==> src/rtl/sd_wr_pkg.sv <==
package sd_wr_pkg;
  typedef enum logic [2:0] {
    ST_IDLE,
    ST_READY,
    ST_TOKEN,
    ST_PULL,
    ST_DATA,
    ST_CRC,
    ST_RESP
  } wr_state_e;

  localparam logic [7:0] FILL_BYTE  = 8'hFF;
  localparam logic [7:0] TOK_STOP   = 8'hFD;
  localparam logic [4:0] RSP_ACCEPT = 5'b00101;

  function automatic logic rsp_accepted(input logic [7:0] b);
    return b[4:0] == RSP_ACCEPT;
  endfunction
endpackage

==> src/rtl/sd_wr_timer.sv <==
// Tick prescaler plus tick countdown, both restarted by load_i.
module sd_wr_timer #(
  parameter int TICK_PERIOD = 1250000,
  parameter int MAX_TICKS   = 50,
  localparam int TW = $clog2(MAX_TICKS + 1),
  localparam int PW = (TICK_PERIOD > 1) ? $clog2(TICK_PERIOD) : 1
) (
  input  logic          clk_i,
  input  logic          rst_ni,
  input  logic          load_i,
  input  logic [TW-1:0] load_val_i,
  output logic          expired_o
);
  logic [PW-1:0] pre_q;
  logic [TW-1:0] remain_q;
  logic          tick;

  assign tick = (pre_q == PW'(TICK_PERIOD - 1)) && !load_i;

  always_ff @(posedge clk_i or negedge rst_ni) begin
    if (!rst_ni) begin
      pre_q <= '0;
    end else if (load_i || pre_q == PW'(TICK_PERIOD - 1)) begin
      pre_q <= '0;
    end else begin
      pre_q <= pre_q + 1'b1;
    end
  end

  always_ff @(posedge clk_i or negedge rst_ni) begin
    if (!rst_ni) begin
      remain_q <= '0;
    end else if (load_i) begin
      remain_q <= load_val_i;
    end else if (tick && remain_q != '0) begin
      remain_q <= remain_q - 1'b1;
    end
  end

  assign expired_o = (remain_q == '0);
endmodule

==> src/rtl/sd_wr_beat_cnt.sv <==
// Counts completed payload exchanges; last_o flags the final one.
module sd_wr_beat_cnt #(
  parameter int BLOCK_BYTES = 512,
  localparam int CW = $clog2(BLOCK_BYTES)
) (
  input  logic clk_i,
  input  logic rst_ni,
  input  logic clr_i,
  input  logic inc_i,
  output logic last_o
);
  logic [CW-1:0] cnt_q;

  always_ff @(posedge clk_i or negedge rst_ni) begin
    if (!rst_ni) begin
      cnt_q <= '0;
    end else if (clr_i) begin
      cnt_q <= '0;
    end else if (inc_i) begin
      cnt_q <= cnt_q + 1'b1;
    end
  end

  assign last_o = (cnt_q == CW'(BLOCK_BYTES - 1));
endmodule

==> src/rtl/sd_wr_fsm.sv <==
module sd_wr_fsm
  import sd_wr_pkg::*;
#(
  parameter int READY_TICKS = 50,
  parameter int RESP_TICKS  = 10,
  parameter int TW          = 6
) (
  input  logic          clk_i,
  input  logic          rst_ni,
  input  logic          start_i,
  input  logic [7:0]    token_i,
  output logic          busy_o,
  input  logic          src_valid_i,
  input  logic [7:0]    src_data_i,
  output logic          src_ready_o,
  output logic          xfer_req_o,
  output logic [7:0]    xfer_tx_o,
  input  logic          xfer_done_i,
  input  logic [7:0]    xfer_rx_i,
  output logic          tmr_load_o,
  output logic [TW-1:0] tmr_val_o,
  input  logic          tmr_expired_i,
  output logic          cnt_clr_o,
  output logic          cnt_inc_o,
  input  logic          cnt_last_i,
  output logic          done_o,
  output logic          ok_o
);
  wr_state_e  state_q, state_d;
  logic [7:0] tok_q, tok_d;
  logic [7:0] tx_q, tx_d;
  logic       req_q, req_d;
  logic       crc_q, crc_d;
  logic       done_q, done_d;
  logic       ok_q, ok_d;

  always_comb begin
    state_d     = state_q;
    tok_d       = tok_q;
    tx_d        = tx_q;
    req_d       = 1'b0;
    crc_d       = crc_q;
    done_d      = 1'b0;
    ok_d        = 1'b0;
    tmr_load_o  = 1'b0;
    tmr_val_o   = TW'(READY_TICKS);
    cnt_clr_o   = 1'b0;
    cnt_inc_o   = 1'b0;
    src_ready_o = 1'b0;
    unique case (state_q)
      ST_IDLE: begin
        if (start_i) begin
          tok_d      = token_i;
          tmr_load_o = 1'b1;
          req_d      = 1'b1;
          tx_d       = FILL_BYTE;
          state_d    = ST_READY;
        end
      end
      ST_READY: begin
        if (xfer_done_i) begin
          if (xfer_rx_i == FILL_BYTE) begin
            req_d   = 1'b1;
            tx_d    = tok_q;
            state_d = ST_TOKEN;
          end else if (tmr_expired_i) begin
            done_d  = 1'b1;
            state_d = ST_IDLE;
          end else begin
            req_d = 1'b1;
            tx_d  = FILL_BYTE;
          end
        end
      end
      ST_TOKEN: begin
        if (xfer_done_i) begin
          if (tok_q == TOK_STOP) begin
            done_d  = 1'b1;
            ok_d    = 1'b1;
            state_d = ST_IDLE;
          end else begin
            cnt_clr_o = 1'b1;
            state_d   = ST_PULL;
          end
        end
      end
      ST_PULL: begin
        src_ready_o = 1'b1;
        if (src_valid_i) begin
          req_d   = 1'b1;
          tx_d    = src_data_i;
          state_d = ST_DATA;
        end
      end
      ST_DATA: begin
        if (xfer_done_i) begin
          if (cnt_last_i) begin
            req_d   = 1'b1;
            tx_d    = FILL_BYTE;
            crc_d   = 1'b0;
            state_d = ST_CRC;
          end else begin
            cnt_inc_o = 1'b1;
            state_d   = ST_PULL;
          end
        end
      end
      ST_CRC: begin
        if (xfer_done_i) begin
          req_d = 1'b1;
          tx_d  = FILL_BYTE;
          if (crc_q) begin
            tmr_load_o = 1'b1;
            tmr_val_o  = TW'(RESP_TICKS);
            state_d    = ST_RESP;
          end else begin
            crc_d = 1'b1;
          end
        end
      end
      ST_RESP: begin
        if (xfer_done_i) begin
          if (rsp_accepted(xfer_rx_i)) begin
            done_d  = 1'b1;
            ok_d    = 1'b1;
            state_d = ST_IDLE;
          end else if (tmr_expired_i) begin
            done_d  = 1'b1;
            state_d = ST_IDLE;
          end else begin
            req_d = 1'b1;
            tx_d  = FILL_BYTE;
          end
        end
      end
      default: state_d = ST_IDLE;
    endcase
  end

  always_ff @(posedge clk_i or negedge rst_ni) begin
    if (!rst_ni) begin
      state_q <= ST_IDLE;
      tok_q   <= '0;
      tx_q    <= FILL_BYTE;
      req_q   <= 1'b0;
      crc_q   <= 1'b0;
      done_q  <= 1'b0;
      ok_q    <= 1'b0;
    end else begin
      state_q <= state_d;
      tok_q   <= tok_d;
      tx_q    <= tx_d;
      req_q   <= req_d;
      crc_q   <= crc_d;
      done_q  <= done_d;
      ok_q    <= ok_d;
    end
  end

  assign busy_o     = (state_q != ST_IDLE);
  assign xfer_req_o = req_q;
  assign xfer_tx_o  = tx_q;
  assign done_o     = done_q;
  assign ok_o       = ok_q;
endmodule

==> src/rtl/sd_blk_writer.sv <==
module sd_blk_writer #(
  parameter int BLOCK_BYTES = 512,
  parameter int TICK_PERIOD = 1250000,
  parameter int READY_TICKS = 50,
  parameter int RESP_TICKS  = 10
) (
  input  logic       clk_i,
  input  logic       rst_ni,
  input  logic       start_i,
  input  logic [7:0] token_i,
  output logic       busy_o,
  input  logic       src_valid_i,
  input  logic [7:0] src_data_i,
  output logic       src_ready_o,
  output logic       xfer_req_o,
  output logic [7:0] xfer_tx_o,
  input  logic       xfer_done_i,
  input  logic [7:0] xfer_rx_i,
  output logic       done_o,
  output logic       ok_o
);
  localparam int MAX_T = (READY_TICKS > RESP_TICKS) ? READY_TICKS : RESP_TICKS;
  localparam int TW    = $clog2(MAX_T + 1);

  logic          tmr_load, tmr_expired;
  logic [TW-1:0] tmr_val;
  logic          cnt_clr, cnt_inc, cnt_last;

  sd_wr_timer #(
    .TICK_PERIOD(TICK_PERIOD),
    .MAX_TICKS  (MAX_T)
  ) u_timer (
    .clk_i     (clk_i),
    .rst_ni    (rst_ni),
    .load_i    (tmr_load),
    .load_val_i(tmr_val),
    .expired_o (tmr_expired)
  );

  sd_wr_beat_cnt #(
    .BLOCK_BYTES(BLOCK_BYTES)
  ) u_beats (
    .clk_i (clk_i),
    .rst_ni(rst_ni),
    .clr_i (cnt_clr),
    .inc_i (cnt_inc),
    .last_o(cnt_last)
  );

  sd_wr_fsm #(
    .READY_TICKS(READY_TICKS),
    .RESP_TICKS (RESP_TICKS),
    .TW         (TW)
  ) u_fsm (
    .clk_i        (clk_i),
    .rst_ni       (rst_ni),
    .start_i      (start_i),
    .token_i      (token_i),
    .busy_o       (busy_o),
    .src_valid_i  (src_valid_i),
    .src_data_i   (src_data_i),
    .src_ready_o  (src_ready_o),
    .xfer_req_o   (xfer_req_o),
    .xfer_tx_o    (xfer_tx_o),
    .xfer_done_i  (xfer_done_i),
    .xfer_rx_i    (xfer_rx_i),
    .tmr_load_o   (tmr_load),
    .tmr_val_o    (tmr_val),
    .tmr_expired_i(tmr_expired),
    .cnt_clr_o    (cnt_clr),
    .cnt_inc_o    (cnt_inc),
    .cnt_last_i   (cnt_last),
    .done_o       (done_o),
    .ok_o         (ok_o)
  );
endmodule

==> config.mk <==
export PLATFORM = sky130hd
export DESIGN_NAME = sd_blk_writer
export DESIGN_NICKNAME = d
export VERILOG_FILES = /design/src/rtl/sd_wr_pkg.sv /design/src/rtl/sd_wr_timer.sv /design/src/rtl/sd_wr_beat_cnt.sv /design/src/rtl/sd_wr_fsm.sv /design/src/rtl/sd_blk_writer.sv
export SDC_FILE = /design/constraint.sdc
export NUM_CORES = 1
export LEC_CHECK = 0
export ABC_AREA = 1
export BUFFER_PORTS_ARGS = -buffer_cell sky130_fd_sc_hd__buf_2
export CORE_MARGIN = 4
export CORE_UTILIZATION = 55
export CTS_CLUSTER_DIAMETER = 30
export CTS_CLUSTER_SIZE = 10
export DETAILED_ROUTE_END_ITERATION = 7
export GPL_TIMING_DRIVEN = 0
export PLACE_DENSITY_LB_ADDON = 0.2
export RECOVER_POWER = 100
export REMOVE_ABC_BUFFERS = 1
export SETUP_SLACK_MARGIN = 0.5
export SLEW_MARGIN = 20
export SYNTH_ARGS = -nofsm -noshare
export SYNTH_HDL_FRONTEND = slang
export SYNTH_SLANG_ARGS = --single-unit
==> constraint.sdc <==
create_clock -name clk_i -period 3.3 [get_ports clk_i]
set_clock_uncertainty 0.15 [all_clocks]
set_input_delay 0.66 -clock clk_i [delete_from_list [all_inputs] [get_ports clk_i]]
set_output_delay 0.66 -clock clk_i [all_outputs]
set_load 0.01 [all_outputs]
# Word-level counts from Yosys, hierarchy flattened
# Index checks and enable logic that the tools add are counted.
dict set report word_totals {
  register_bits 59
}
dict set report classes {
  n_eq_ne 21
  n_reduce_logical 16
  addsub 3
  muxes 69
}
# op n
set ops {}
lappend ops {{$mux 8} 10}
lappend ops {{$pmux 8 s6} 1}
lappend ops {{$mux 3} 12}
lappend ops {{$mux 1} 31}
lappend ops {{$mux 6} 5}
lappend ops {{$add 21x1->21 const B} 1}
lappend ops {{$eq 21x21->1 const B} 1}
lappend ops {{$mux 21} 1}
lappend ops {{$pmux 3 s7} 1}
lappend ops {{$mux 9} 2}
lappend ops {{$ne 2x2->1 const B} 9}
lappend ops {{$eq 8x8->1 const B} 2}
lappend ops {{$reduce_bool 6->1} 2}
lappend ops {{$add 9x1->9 const B} 1}
lappend ops {{$eq 3x3->1 const B} 3}
lappend ops {{$eq 9x9->1 const B} 1}
lappend ops {{$reduce_and 9->1} 1}
lappend ops {{$reduce_and 8->1} 1}
lappend ops {{$eq 3x2->1 const B} 2}
lappend ops {{$logic_not 6->1} 1}
lappend ops {{$pmux 1 s2} 3}
lappend ops {{$pmux 1 s6} 1}
lappend ops {{$reduce_bool 2->1} 3}
lappend ops {{$sub 6x1->6 const B} 1}
lappend ops {{other kinds (12)} 13}

# Longest topological paths before layout
# Gate-level depths: netlist of the first run.
dict set report depth {
  depth_word 8
  mapped_depth 14
  depth_no_buf 14
}

# Cells and area by module
# Synthesis of the first run repeated with hierarchy kept, for this count alone.
dict set report unflattened {
  hier_cells 553
  hier_area_um2 3856.2
}
# mod instances area_per_inst_um2 cells_each
set by_module_without_submodules {}
lappend by_module_without_submodules {sd_wr_timer 1 1691.6 236}
lappend by_module_without_submodules {sd_wr_fsm 1 1657.8 253}
lappend by_module_without_submodules {sd_wr_beat_cnt 1 506.7 64}

# Worst setup path after synthesis of the first run
# No wires, ideal clock.
dict set report synth_path {
  path_type {register -> register}
  from {register u_beats.cnt_q[0]}
  to {register u_fsm.tx_q[0] (netlist: u_fsm.xfer_tx_o[0])}
  setup_slack_ps 1353
  path_stages_with_launch 15
  arrival_time_ps 1725
  t_required_ps 3078
  period_less_slack_ps 1947
  path_cell_list {dfrtp_1 -> ha_1 -> nand3_1 -> inv_1 -> nand3_1 -> nor3_1 -> ha_1 -> nand3b_1 -> nand2_1 -> clkinv_2 -> nand2_2 -> nor2_4 -> nand3_1 -> nand2_1 -> inv_1}
}
dict set report synth_via {
  elab_chain_cells 3
}
# element line_no
set synth_rtl {}
lappend synth_rtl {{start, declared} sd_wr_beat_cnt.sv:12} ;# logic [CW-1:0] cnt_q;
lappend synth_rtl {{start signal, assigned} sd_wr_beat_cnt.sv:20} ;# cnt_q <= cnt_q + 1'b1;
lappend synth_rtl {{$eq 9x9->1} sd_wr_beat_cnt.sv:24} ;# assign last_o = (cnt_q == CW'(BLOCK_BYTES - 1));
lappend synth_rtl {{$ne 2x2->1 (no source line)} n/a}
lappend synth_rtl {{$reduce_and 9->1 (no source line)} n/a}
lappend synth_rtl {{end signal, assigned} sd_wr_fsm.sv:152} ;# tx_q <= tx_d;
lappend synth_rtl {{end, declared} sd_wr_fsm.sv:31} ;# logic [7:0] tx_q, tx_d;
# Every way passes these cells.
# A chain may end at the register's enable or synchronous reset.

# Worst setup path in the final report of the first run
dict set report layout_path {
  from {register u_fsm.state_q[0]}
  to {register u_timer.pre_q[18]}
}
dict set report layout_via {
  elab_chain_cells 4
  word_cells_on_any_way 5
  classes_between {1 x eq/ne; 2 x mux; 2 x reduce/logical}
}
# element line_no
set layout_rtl {}
lappend layout_rtl {{start, declared} sd_wr_fsm.sv:29} ;# wr_state_e state_q, state_d;
lappend layout_rtl {{start signal, assigned} sd_wr_fsm.sv:150} ;# state_q <= state_d;
lappend layout_rtl {{$eq 3x3->1 or $logic_not 3->1 (tied branches)} sd_wr_fsm.sv:50} ;# unique case (state_q)
lappend layout_rtl {{$pmux 1 s2 (*)} sd_wr_fsm.sv:50}
lappend layout_rtl {{$logic_or 1x1->1 (*)} sd_wr_timer.sv:23} ;# end else if (load_i || pre_q == PW'(TICK_PERIOD - 1)) begin
lappend layout_rtl {{$mux 21 (*)} sd_wr_timer.sv:23}
lappend layout_rtl {{end signal, assigned} sd_wr_timer.sv:26} ;# pre_q <= pre_q + 1'b1;
lappend layout_rtl {{end, declared} sd_wr_timer.sv:14} ;# logic [PW-1:0] pre_q;
# Every way passes the cells marked *; elsewhere a longest branch is shown, timed or not.

==> results of run 1 <==
cell families after synthesis:
family / Yosys count / share of synthesized area, %
AND/OR/NAND/NOR: 363 / 43.80
buffers and inverters: 91 / 10.62
flip-flops: 59 / 38.46
AO/OA/AOI/OAI: 24 / 3.334
XOR/XNOR: 11 / 2.493
adder cells (fa/ha/maj): 4 / 1.295
layout make-up:
| class | count | area share [%] |
|---|---|---|
| Timing Repair Buffer | 41 | 4.709 |
| Tap cell | 96 | 2.861 |
| Clock inverter | 2 | 0.8346 |
| Multi-Input combinational cell | 402 | 45.07 |
| Sequential cell | 59 | 35.41 |
| Clock buffer | 14 | 3.636 |
| Inverter | 81 | 7.481 |
stage by stage:
step                      setup slack (ns)  area, µm²  std cells  util (%)
final                               0.6247       4198        695     61.79
after global routing                0.3363       4198        695     61.79
after global placement              0.8573       4094        679     60.26
after detailed placement            0.8506       4096        679     60.29
after floorplan                      1.302       3769        542         -
after CTS                           0.6949       4287        695     63.09
worst max-delay path, cell delays in order, from the launching register on:
cell and delay, ns:
dfrtp_1 0.50, nor2_1 0.39, nand3_1 0.32, nand2_2 0.15, inv_2 0.10, nand2_1 0.54, inv_1 0.23, nand2_1 0.13
nor2_1 0.05
placed cells by master (no fill, tap or decap), types with 2 or more instances in the layout:
cell | Yosys | final
ha_1 | 4 | 4
clkinvlp_2 | 0 | 2
clkbuf_1 | 0 | 10
dfstp_1 | 0 | 7
xor2_1 | 5 | 5
nand3b_1 | 2 | 2
nand3_1 | 52 | 56
nand3_2 | 3 | 2
nor3_2 | 2 | 2
nand2_2 | 5 | 4
inv_2 | 8 | 7
inv_1 | 69 | 70
buf_2 | 2 | 34
nor2_2 | 10 | 10
nand3_4 | 7 | 4
nand2_1 | 177 | 179
nor2_1 | 81 | 83
clkbuf_8 | 0 | 10
nor3b_1 | 2 | 2
dfrtp_1 | 51 | 51
a21oi_1 | 5 | 5
o21ai_0 | 15 | 15
nand4_1 | 6 | 6
xnor2_1 | 6 | 6
nor3_1 | 10 | 10
path summary, 6_finish.rpt:
kind,slack (ns),to,from,cells past startpoint
min reg2reg,0.33,u_beats.cnt_q[7],u_beats.cnt_q[7],2
max reg2reg,0.62,u_timer.pre_q[18],u_fsm.state_q[0],8
max,0.62,u_timer.pre_q[18],u_fsm.state_q[0],8
min in group asynchronous,0.53,u_timer.pre_q[17],rst_ni,1
max in group asynchronous,1.60,u_fsm.state_q[2],rst_ni,1
min,0.33,u_beats.cnt_q[7],u_beats.cnt_q[7],2
what timing repair did:
action                                  in CTS  in global routing
endpoints found under the setup margin       1                  0
gates resized for setup                      1                  0
setup buffers                                0                  0
report_power, final:
| group | internal, µW | switching, µW |
|---|---|---|
| logic | 365 | 688 |
| registers | 918 | 159 |
| clock network | 370 | 274 |
| total | 1650 | 1120 |
sequential cells by signal, summed over array words and instances (netlist names), 3 cells and up:
signal / count
u_timer.pre_q: 21
u_beats.cnt_q: 9
u_fsm.xfer_tx_o: 8
u_timer.remain_q: 6
u_fsm.state_q: 3
u_fsm.tok_q: 8
routing by layer:
| layer | up-vias | global-route usage, % | share of wire, % |
|---|---|---|---|
| li1 | 1786 | - | - |
| met5 | - | 0 | 0 |
| met4 | 0 | 8.168 | 2.1 |
| met1 | 1583 | 28.55 | 48 |
| met3 | 17 | 4.102 | 4.2 |
| met2 | 70 | 32.56 | 46 |
==> metrics.txt, run 1 <==
# TYPE chip_impl_metric gauge
chip_impl_metric{name="grt_overflow_total",unit=""} 0
chip_impl_metric{name="largest_net_degree_at_the_start_of_global_routing",unit=""} 60
chip_impl_metric{name="regArea",unit="mm²"} 0.001486
chip_impl_metric{name="fmaxAchievable",unit="GHz"} 0.3738
chip_impl_metric{name="required_time_of_the_critical_path",unit="ns"} 3.38
chip_impl_metric{name="clkSinkCount",unit=""} 59
chip_impl_metric{name="numPortBuffers",unit=""} 41
chip_impl_metric{name="vias",unit=""} 3456
chip_impl_metric{name="drtAntennaViolNets",unit=""} 0
chip_impl_metric{name="setup_viol",unit=""} 0
chip_impl_metric{name="grt_util_all_layers",unit="%"} 20.85
chip_impl_info{name="cts_root_buffer",value="clkbuf_8"} 1
chip_impl_metric{name="clkTransAtPathRegs",unit="ns"} 0.07
chip_impl_metric{name="vdd_drop_max",unit="mV"} 0.3710
chip_impl_metric{name="number_of_antenna_violations_at_the_first_check_in_global_routing",unit=""} 0
chip_impl_metric{name="dieArea",unit="mm²"} 0.008433
chip_impl_metric{name="ctsHtreeMaxLevel",unit=""} 3
chip_impl_metric{name="cts_max_path_buffers",unit=""} 2
chip_impl_metric{name="wire_length_of_the_first_global_routing_pass",unit="µm"} 14350
chip_impl_info{name="crit_type",value="reg -> reg"} 1
chip_impl_metric{name="power_per_cell_area",unit="mW/mm²"} 660.5
chip_impl_info{name="tritoncts",value="yes"} 1
chip_impl_metric{name="asyncSetResetFlopFracSynth",unit="%"} 100.0
chip_impl_metric{name="first_global_vias",unit=""} 3260
chip_impl_metric{name="synth.lib_cells_used.distinct",unit=""} 36
chip_impl_metric{name="report.power.total",unit="µW"} 2773
chip_impl_metric{name="period_needed",unit="ns"} 2.675
chip_impl_metric{name="starting_density",unit="%"} 56.89
chip_impl_metric{name="worst_skew_pair.late_latency",unit="ns"} 0.33
chip_impl_metric{name="post-dp-hpwl",unit="µm"} 6068
chip_impl_metric{name="slew_headroom",unit="%"} 1.901
chip_impl_info{name="worstHoldPathType",value="reg -> reg"} 1
chip_impl_metric{name="detail_route.vias_per_cell",unit=""} 4.973
chip_impl_metric{name="yosysWarningCount",unit=""} 0
chip_impl_metric{name="multi_input_area",unit="mm²"} 0.001892
chip_impl_metric{name="die_extent_in_x",unit="µm"} 91.83
chip_impl_metric{name="yosysTopAreaCellShare",unit="%"} 33.02
chip_impl_metric{name="floorplan.core_area",unit="mm²"} 0.006794
chip_impl_metric{name="drc_errors",unit=""} 0
chip_impl_metric{name="synth_cells",unit=""} 552
chip_impl_metric{name="number_of_flops_mapped_to_enable_cells_by_yosys",unit=""} 0
chip_impl_metric{name="tightest_slew",unit="ns"} 1.471
chip_impl_metric{name="dr.pass1.iters",unit=""} 4
chip_impl_info{name="unrepaired_setup_endpoints_after_global_routing",value="no"} 1
chip_impl_info{name="synth_ff_type",value="dfrtp_1"} 1
chip_impl_metric{name="core.rowCount",unit=""} 30
chip_impl_info{name="yosys-top-cells-count",value="177 x nand2_1, 81 x nor2_1, 69 x inv_1"} 1
chip_impl_metric{name="routabilityCongestion",unit=""} 0.8894
chip_impl_metric{name="synthesis.area_per_instance",unit="µm²"} 7.002
chip_impl_metric{name="insertedDiodeCount",unit=""} 0
chip_impl_metric{name="die_height",unit="µm"} 91.83
chip_impl_metric{name="dr.first_iter.drc_count",unit=""} 187
chip_impl_metric{name="hold_ws",unit="ns"} 0.3335
chip_impl_metric{name="syn_to_final_growth",unit="%"} 8.611
chip_impl_info{name="synth.most_common_cell",value="nand2_1"} 1
chip_impl_metric{name="numCtsBuffers",unit=""} 9
chip_impl_info{name="status",value="finished clean"} 1
chip_impl_metric{name="nFillCells",unit=""} 635
chip_impl_metric{name="routed_wire_length_per_instance",unit="µm"} 11.74
chip_impl_metric{name="postRouteWirelength",unit="µm"} 8162
chip_impl_metric{name="timing.final.hold_violations",unit=""} 0
chip_impl_metric{name="postSynthRegisterBits",unit=""} 59
chip_impl_info{name="synth.area.top_cells",value="dfrtp_1 33%, nand2_1 17%, nor2_1 7.9%"} 1
chip_impl_metric{name="synth_seq_area_share",unit="%"} 38.46
chip_impl_metric{name="reported_leakage_power",unit="µW"} 0.002150
chip_impl_metric{name="cap_violations",unit=""} 0
chip_impl_metric{name="nNetsFinal",unit=""} 627
chip_impl_metric{name="post-route-period-util",unit="%"} 81.07
chip_impl_metric{name="final_layout_size_suffix_gt1_share",unit="%"} 13.86
chip_impl_metric{name="pin_count",unit=""} 42
chip_impl_metric{name="hold_buffers",unit=""} 0
chip_impl_info{name="critical_path.endpoint_type",value="flip-flop"} 1
chip_impl_metric{name="netlist_area",unit="mm²"} 0.003865
chip_impl_metric{name="crit_path_max_fanout",unit=""} 17
chip_impl_metric{name="arrival",unit="ns"} 2.75
chip_impl_info{name="netlist.top_cell.by_area",value="dfrtp_1"} 1
chip_impl_info{name="worstSetupStartpointType",value="flip-flop"} 1
chip_impl_metric{name="timing.setup.tns",unit="ns"} 0
chip_impl_metric{name="final_max_slew_viol_count",unit=""} 0
No activity file was read; power rests on OpenSTA's default activity.
==> run 2: changes to the inputs <==
Settings changed: ABC_AREA 1 to 0.
Clock period 3.3 ns to 2.7 ns, I/O delays scaled along.
==> run 2 against run 1 <==
Against the previous run: global-route usage rose by 2.0 points; sequential share of layout area barely moved; routed wire length rose by 6.4%; non-clock buffer count rose by 22; cell area rose by 0.12%; critical path depth rose by 2; combinational power rose by 21%; critical endpoint is now u_fsm.xfer_tx_o[1].
==> metrics.txt, run 2 <==
# TYPE chip_impl_metric gauge
chip_impl_metric{name="numCtsBuffers",unit=""} 9
chip_impl_metric{name="dieArea",unit="mm²"} 0.007588
chip_impl_metric{name="nNetsFinal",unit=""} 475
chip_impl_metric{name="number_of_antenna_violations_at_the_first_check_in_global_routing",unit=""} 0
chip_impl_metric{name="worst_skew_pair.late_latency",unit="ns"} 0.34
chip_impl_metric{name="syn_to_final_growth",unit="%"} 22.10
chip_impl_info{name="timing.rr.end",value="u_fsm.xfer_tx_o[1]"} 1
chip_impl_metric{name="largest_register_ffs",unit=""} 21
chip_impl_metric{name="timing.setup.tns",unit="ns"} 0
chip_impl_metric{name="synth.lib_cells_used.distinct",unit=""} 58
chip_impl_info{name="worstSetupStartpointType",value="flip-flop"} 1
chip_impl_info{name="yosys-top-cells-count",value="51 x dfrtp_1, 50 x nand2_1, 44 x nor2_1"} 1
chip_impl_metric{name="regToRegSetupSlack",unit="ns"} 0.22
chip_impl_metric{name="asyncSetResetFlopFracSynth",unit="%"} 100.0
chip_impl_metric{name="cp_slowest_stage_delay",unit="ns"} 0.40
chip_impl_metric{name="ctsHtreeMaxLevel",unit=""} 3
chip_impl_metric{name="yosysWarningCount",unit=""} 0
chip_impl_info{name="crit_slowest_cell",value="dfrtp_1"} 1
chip_impl_metric{name="reported_leakage_power",unit="µW"} 0.001726
chip_impl_metric{name="crit_path_max_fanout",unit=""} 8
chip_impl_metric{name="final_layout_size_suffix_gt1_share",unit="%"} 23.27
chip_impl_metric{name="postRouteWirelength",unit="µm"} 8681
chip_impl_metric{name="largest_net_degree_at_the_start_of_global_routing",unit=""} 60
chip_impl_metric{name="numPortBuffers",unit=""} 41
chip_impl_metric{name="drtAntennaViolNets",unit=""} 0
chip_impl_metric{name="synth_seq_area_share",unit="%"} 43.18
chip_impl_info{name="startpoint_of_the_lowest_slack_hold_path",value="token_i[7]"} 1
chip_impl_metric{name="post-dp-hpwl",unit="µm"} 5480
chip_impl_info{name="synth.most_common_cell",value="dfrtp_1"} 1
chip_impl_metric{name="vias",unit=""} 3109
chip_impl_info{name="netlist.top_cell.by_area",value="dfrtp_1"} 1
chip_impl_metric{name="netlist_area",unit="mm²"} 0.003442
chip_impl_metric{name="final_core_util",unit="%"} 70.15
chip_impl_metric{name="dr.pass1.iters",unit=""} 5
chip_impl_metric{name="first_global_vias",unit=""} 3002
chip_impl_metric{name="routed_wire_length_per_instance",unit="µm"} 16.63
chip_impl_metric{name="grt_util_all_layers",unit="%"} 22.82
chip_impl_metric{name="post-route-period-util",unit="%"} 91.84
chip_impl_metric{name="wire_length_of_the_first_global_routing_pass",unit="µm"} 13660
chip_impl_metric{name="slew_headroom",unit="%"} 2.069
chip_impl_info{name="crit_path_cell_trace",value="ha_1 > and3_1 > and3_4 > ha_4 > nor4b_4 > clkbuf_1 > a31oi_1 > o2111a_2 > o211ai_1 > o21a_1"} 1
chip_impl_metric{name="routabilityCongestion",unit=""} 0.8622
chip_impl_metric{name="drc_errors",unit=""} 0
chip_impl_info{name="crit_type",value="reg -> reg"} 1
chip_impl_info{name="worstHoldPathType",value="in -> reg"} 1
chip_impl_info{name="min_to",value="u_fsm.tok_q[7]"} 1
chip_impl_info{name="synth_ff_type",value="dfrtp_1"} 1
chip_impl_info{name="cts_root_buffer",value="clkbuf_8"} 1
chip_impl_info{name="critical_path.reg2reg.startpoint",value="u_beats.cnt_q[1]"} 1
chip_impl_metric{name="fmaxAchievable",unit="GHz"} 0.4033
chip_impl_info{name="tritoncts",value="yes"} 1
chip_impl_metric{name="floorplan.core_area",unit="mm²"} 0.005991
chip_impl_metric{name="final_max_slew_viol_count",unit=""} 0
chip_impl_metric{name="clkTransAtPathRegs",unit="ns"} 0.07
chip_impl_info{name="critical_path.endpoint_type",value="flip-flop"} 1
chip_impl_metric{name="hold_ws",unit="ns"} 0.2402
chip_impl_info{name="top_register",value="u_timer.pre_q"} 1
chip_impl_metric{name="synthesis.area_per_instance",unit="µm²"} 8.871
chip_impl_metric{name="setup_viol",unit=""} 0
chip_impl_metric{name="clkSinkCount",unit=""} 59
chip_impl_metric{name="timing.final.hold_violations",unit=""} 0
chip_impl_metric{name="postSynthRegisterBits",unit=""} 59
chip_impl_metric{name="report.power.total",unit="µW"} 3538
chip_impl_metric{name="power_per_cell_area",unit="mW/mm²"} 841.9
chip_impl_metric{name="holdPathStages",unit=""} 3
chip_impl_metric{name="die_height",unit="µm"} 87.11
chip_impl_metric{name="yosysTopAreaCellShare",unit="%"} 37.08
chip_impl_metric{name="required_time_of_the_critical_path",unit="ns"} 2.83
chip_impl_metric{name="vdd_drop_max",unit="mV"} 0.6332
chip_impl_info{name="synth.area.top_cells",value="dfrtp_1 37%, dfstp_2 6.1%, nand2_1 5.5%"} 1
chip_impl_metric{name="number_of_flops_mapped_to_enable_cells_by_yosys",unit=""} 0
chip_impl_info{name="layout_common_cells",value="50 x nand2_1, 48 x dfrtp_1, 44 x nor2_1, 35 x buf_2, 18 x nor3_1"} 1
chip_impl_metric{name="pin_count",unit=""} 42
chip_impl_metric{name="insertedDiodeCount",unit=""} 0
chip_impl_metric{name="critical_path.n_buffers_inverters",unit=""} 1
chip_impl_metric{name="synth_cells",unit=""} 388
chip_impl_metric{name="hold_buffers",unit=""} 0
chip_impl_metric{name="period_needed",unit="ns"} 2.480
chip_impl_metric{name="arrival",unit="ns"} 2.61
chip_impl_metric{name="post_dp_cell_area",unit="mm²"} 0.003665
chip_impl_metric{name="starting_density",unit="%"} 57.46
chip_impl_metric{name="cap_violations",unit=""} 0
chip_impl_info{name="status",value="finished clean"} 1
chip_impl_metric{name="core.rowCount",unit=""} 28
chip_impl_metric{name="dr.first_iter.drc_count",unit=""} 230
chip_impl_metric{name="grt_overflow_total",unit=""} 0
chip_impl_metric{name="cts_max_path_buffers",unit=""} 2
chip_impl_info{name="registers_with_the_most_flip_flops",value="u_timer.pre_q x21, u_beats.cnt_q x9"} 1
chip_impl_metric{name="die_extent_in_x",unit="µm"} 87.11
chip_impl_metric{name="r2r.worst_path.cells",unit=""} 10
chip_impl_info{name="leading_cell_type_in_the_layout_fill_and_taps_excluded",value="nand2_1"} 1
chip_impl_info{name="unrepaired_setup_endpoints_after_global_routing",value="yes"} 1
chip_impl_metric{name="detail_route.vias_per_cell",unit=""} 5.956
chip_impl_metric{name="layout.cell_area.non_filler",unit="mm²"} 0.004203
chip_impl_metric{name="tightest_slew",unit="ns"} 1.469
chip_impl_info{name="crit_family",value="simple AND/OR/NAND/NOR gates"} 1
-- run 2: cell count changes in the layout (fill, tap and decap cells not counted), moves of 7 or more --
cell      delta
nand3_1     -43
o21a_1       +9
buf_4       +15
o211ai_1    +17
nand2_1    -129
nor2_1      -39
nor2_2      -10
inv_2        -7
inv_1       -62
o31a_1       +8
nor3_1       +8
a31oi_1     +10
-- run 2: worst max path at each step --
stage,start,endpoint,slack (ns),depth (start not counted)
after CTS,u_beats.cnt_q[2],u_beats.cnt_q[4],0.34,8
after floorplan,u_beats.cnt_q[0],u_beats.cnt_q[7],-0.03,8
final,u_beats.cnt_q[1],u_fsm.xfer_tx_o[1],0.22,10
after global routing,u_beats.cnt_q[1],u_fsm.xfer_tx_o[7],0.14,10
after detailed placement,u_beats.cnt_q[0],u_beats.cnt_q[7],-0.39,8
after global placement,u_beats.cnt_q[0],u_beats.cnt_q[7],-0.33,8
-- run 2: final cells by class --
class                   count  area, µm²
inverters                   9      37.54
flip-flops and latches     59       1490
well taps                  75      93.84
clock buffers               9      123.9
clock inverters             7      101.3
repair buffers             63      356.6
fillers                   486       1788
multi-input cells         300       1999
-- run 2: metrics by stage --
stage	setup WS [ns]	std cells
CTS	0.3385	515
finish	0.2203	522
global route	0.1393	522
detailed placement	-0.3870	483
floorplan	-0.03394	367
global placement	-0.3345	483
-- run 2: what timing repair did --
item	in CTS	in global routing
cloned	0	1
pin swaps	15	13
buffers inserted	16	6
setup endpoints to repair	50	51
gates resized for setup	23	20
-- run 2: worst min-delay path: stages --
cell and delay, ns:
buf_2 0.07, nand2_1 0.04, nand2_1 0.05
-- run 2: cell families after synthesis --
family	count (synthesis)	synth area share (%)
compound gates	85	17.41
xor+xnor	25	6.361
fa+ha+maj	4	1.454
buf+inv	30	3.380
flops	59	43.18
mux	4	1.200
simple gates	181	27.01
-- run 2: power breakdown --
| group | leakage, µW | total [µW] | switching [µW] | internal, µW |
|---|---|---|---|---|
| Combinational | 0.000882 | 1270 | 735 | 531 |
| Clock | 0.000106 | 904 | 380 | 525 |
| Sequential | 0.000739 | 1370 | 262 | 1110 |
| Total | 0.00173 | 3540 | 1380 | 2160 |
-- run 2: layer usage --
metal	vias to the layer above	global-route usage, %	part of all wire (%)
met2	105	39.20	52
met5	-	0	0
li1	1514	-	-
met4	0	7.392	0.82
met1	1483	27.94	40
met3	7	5.960	6.4
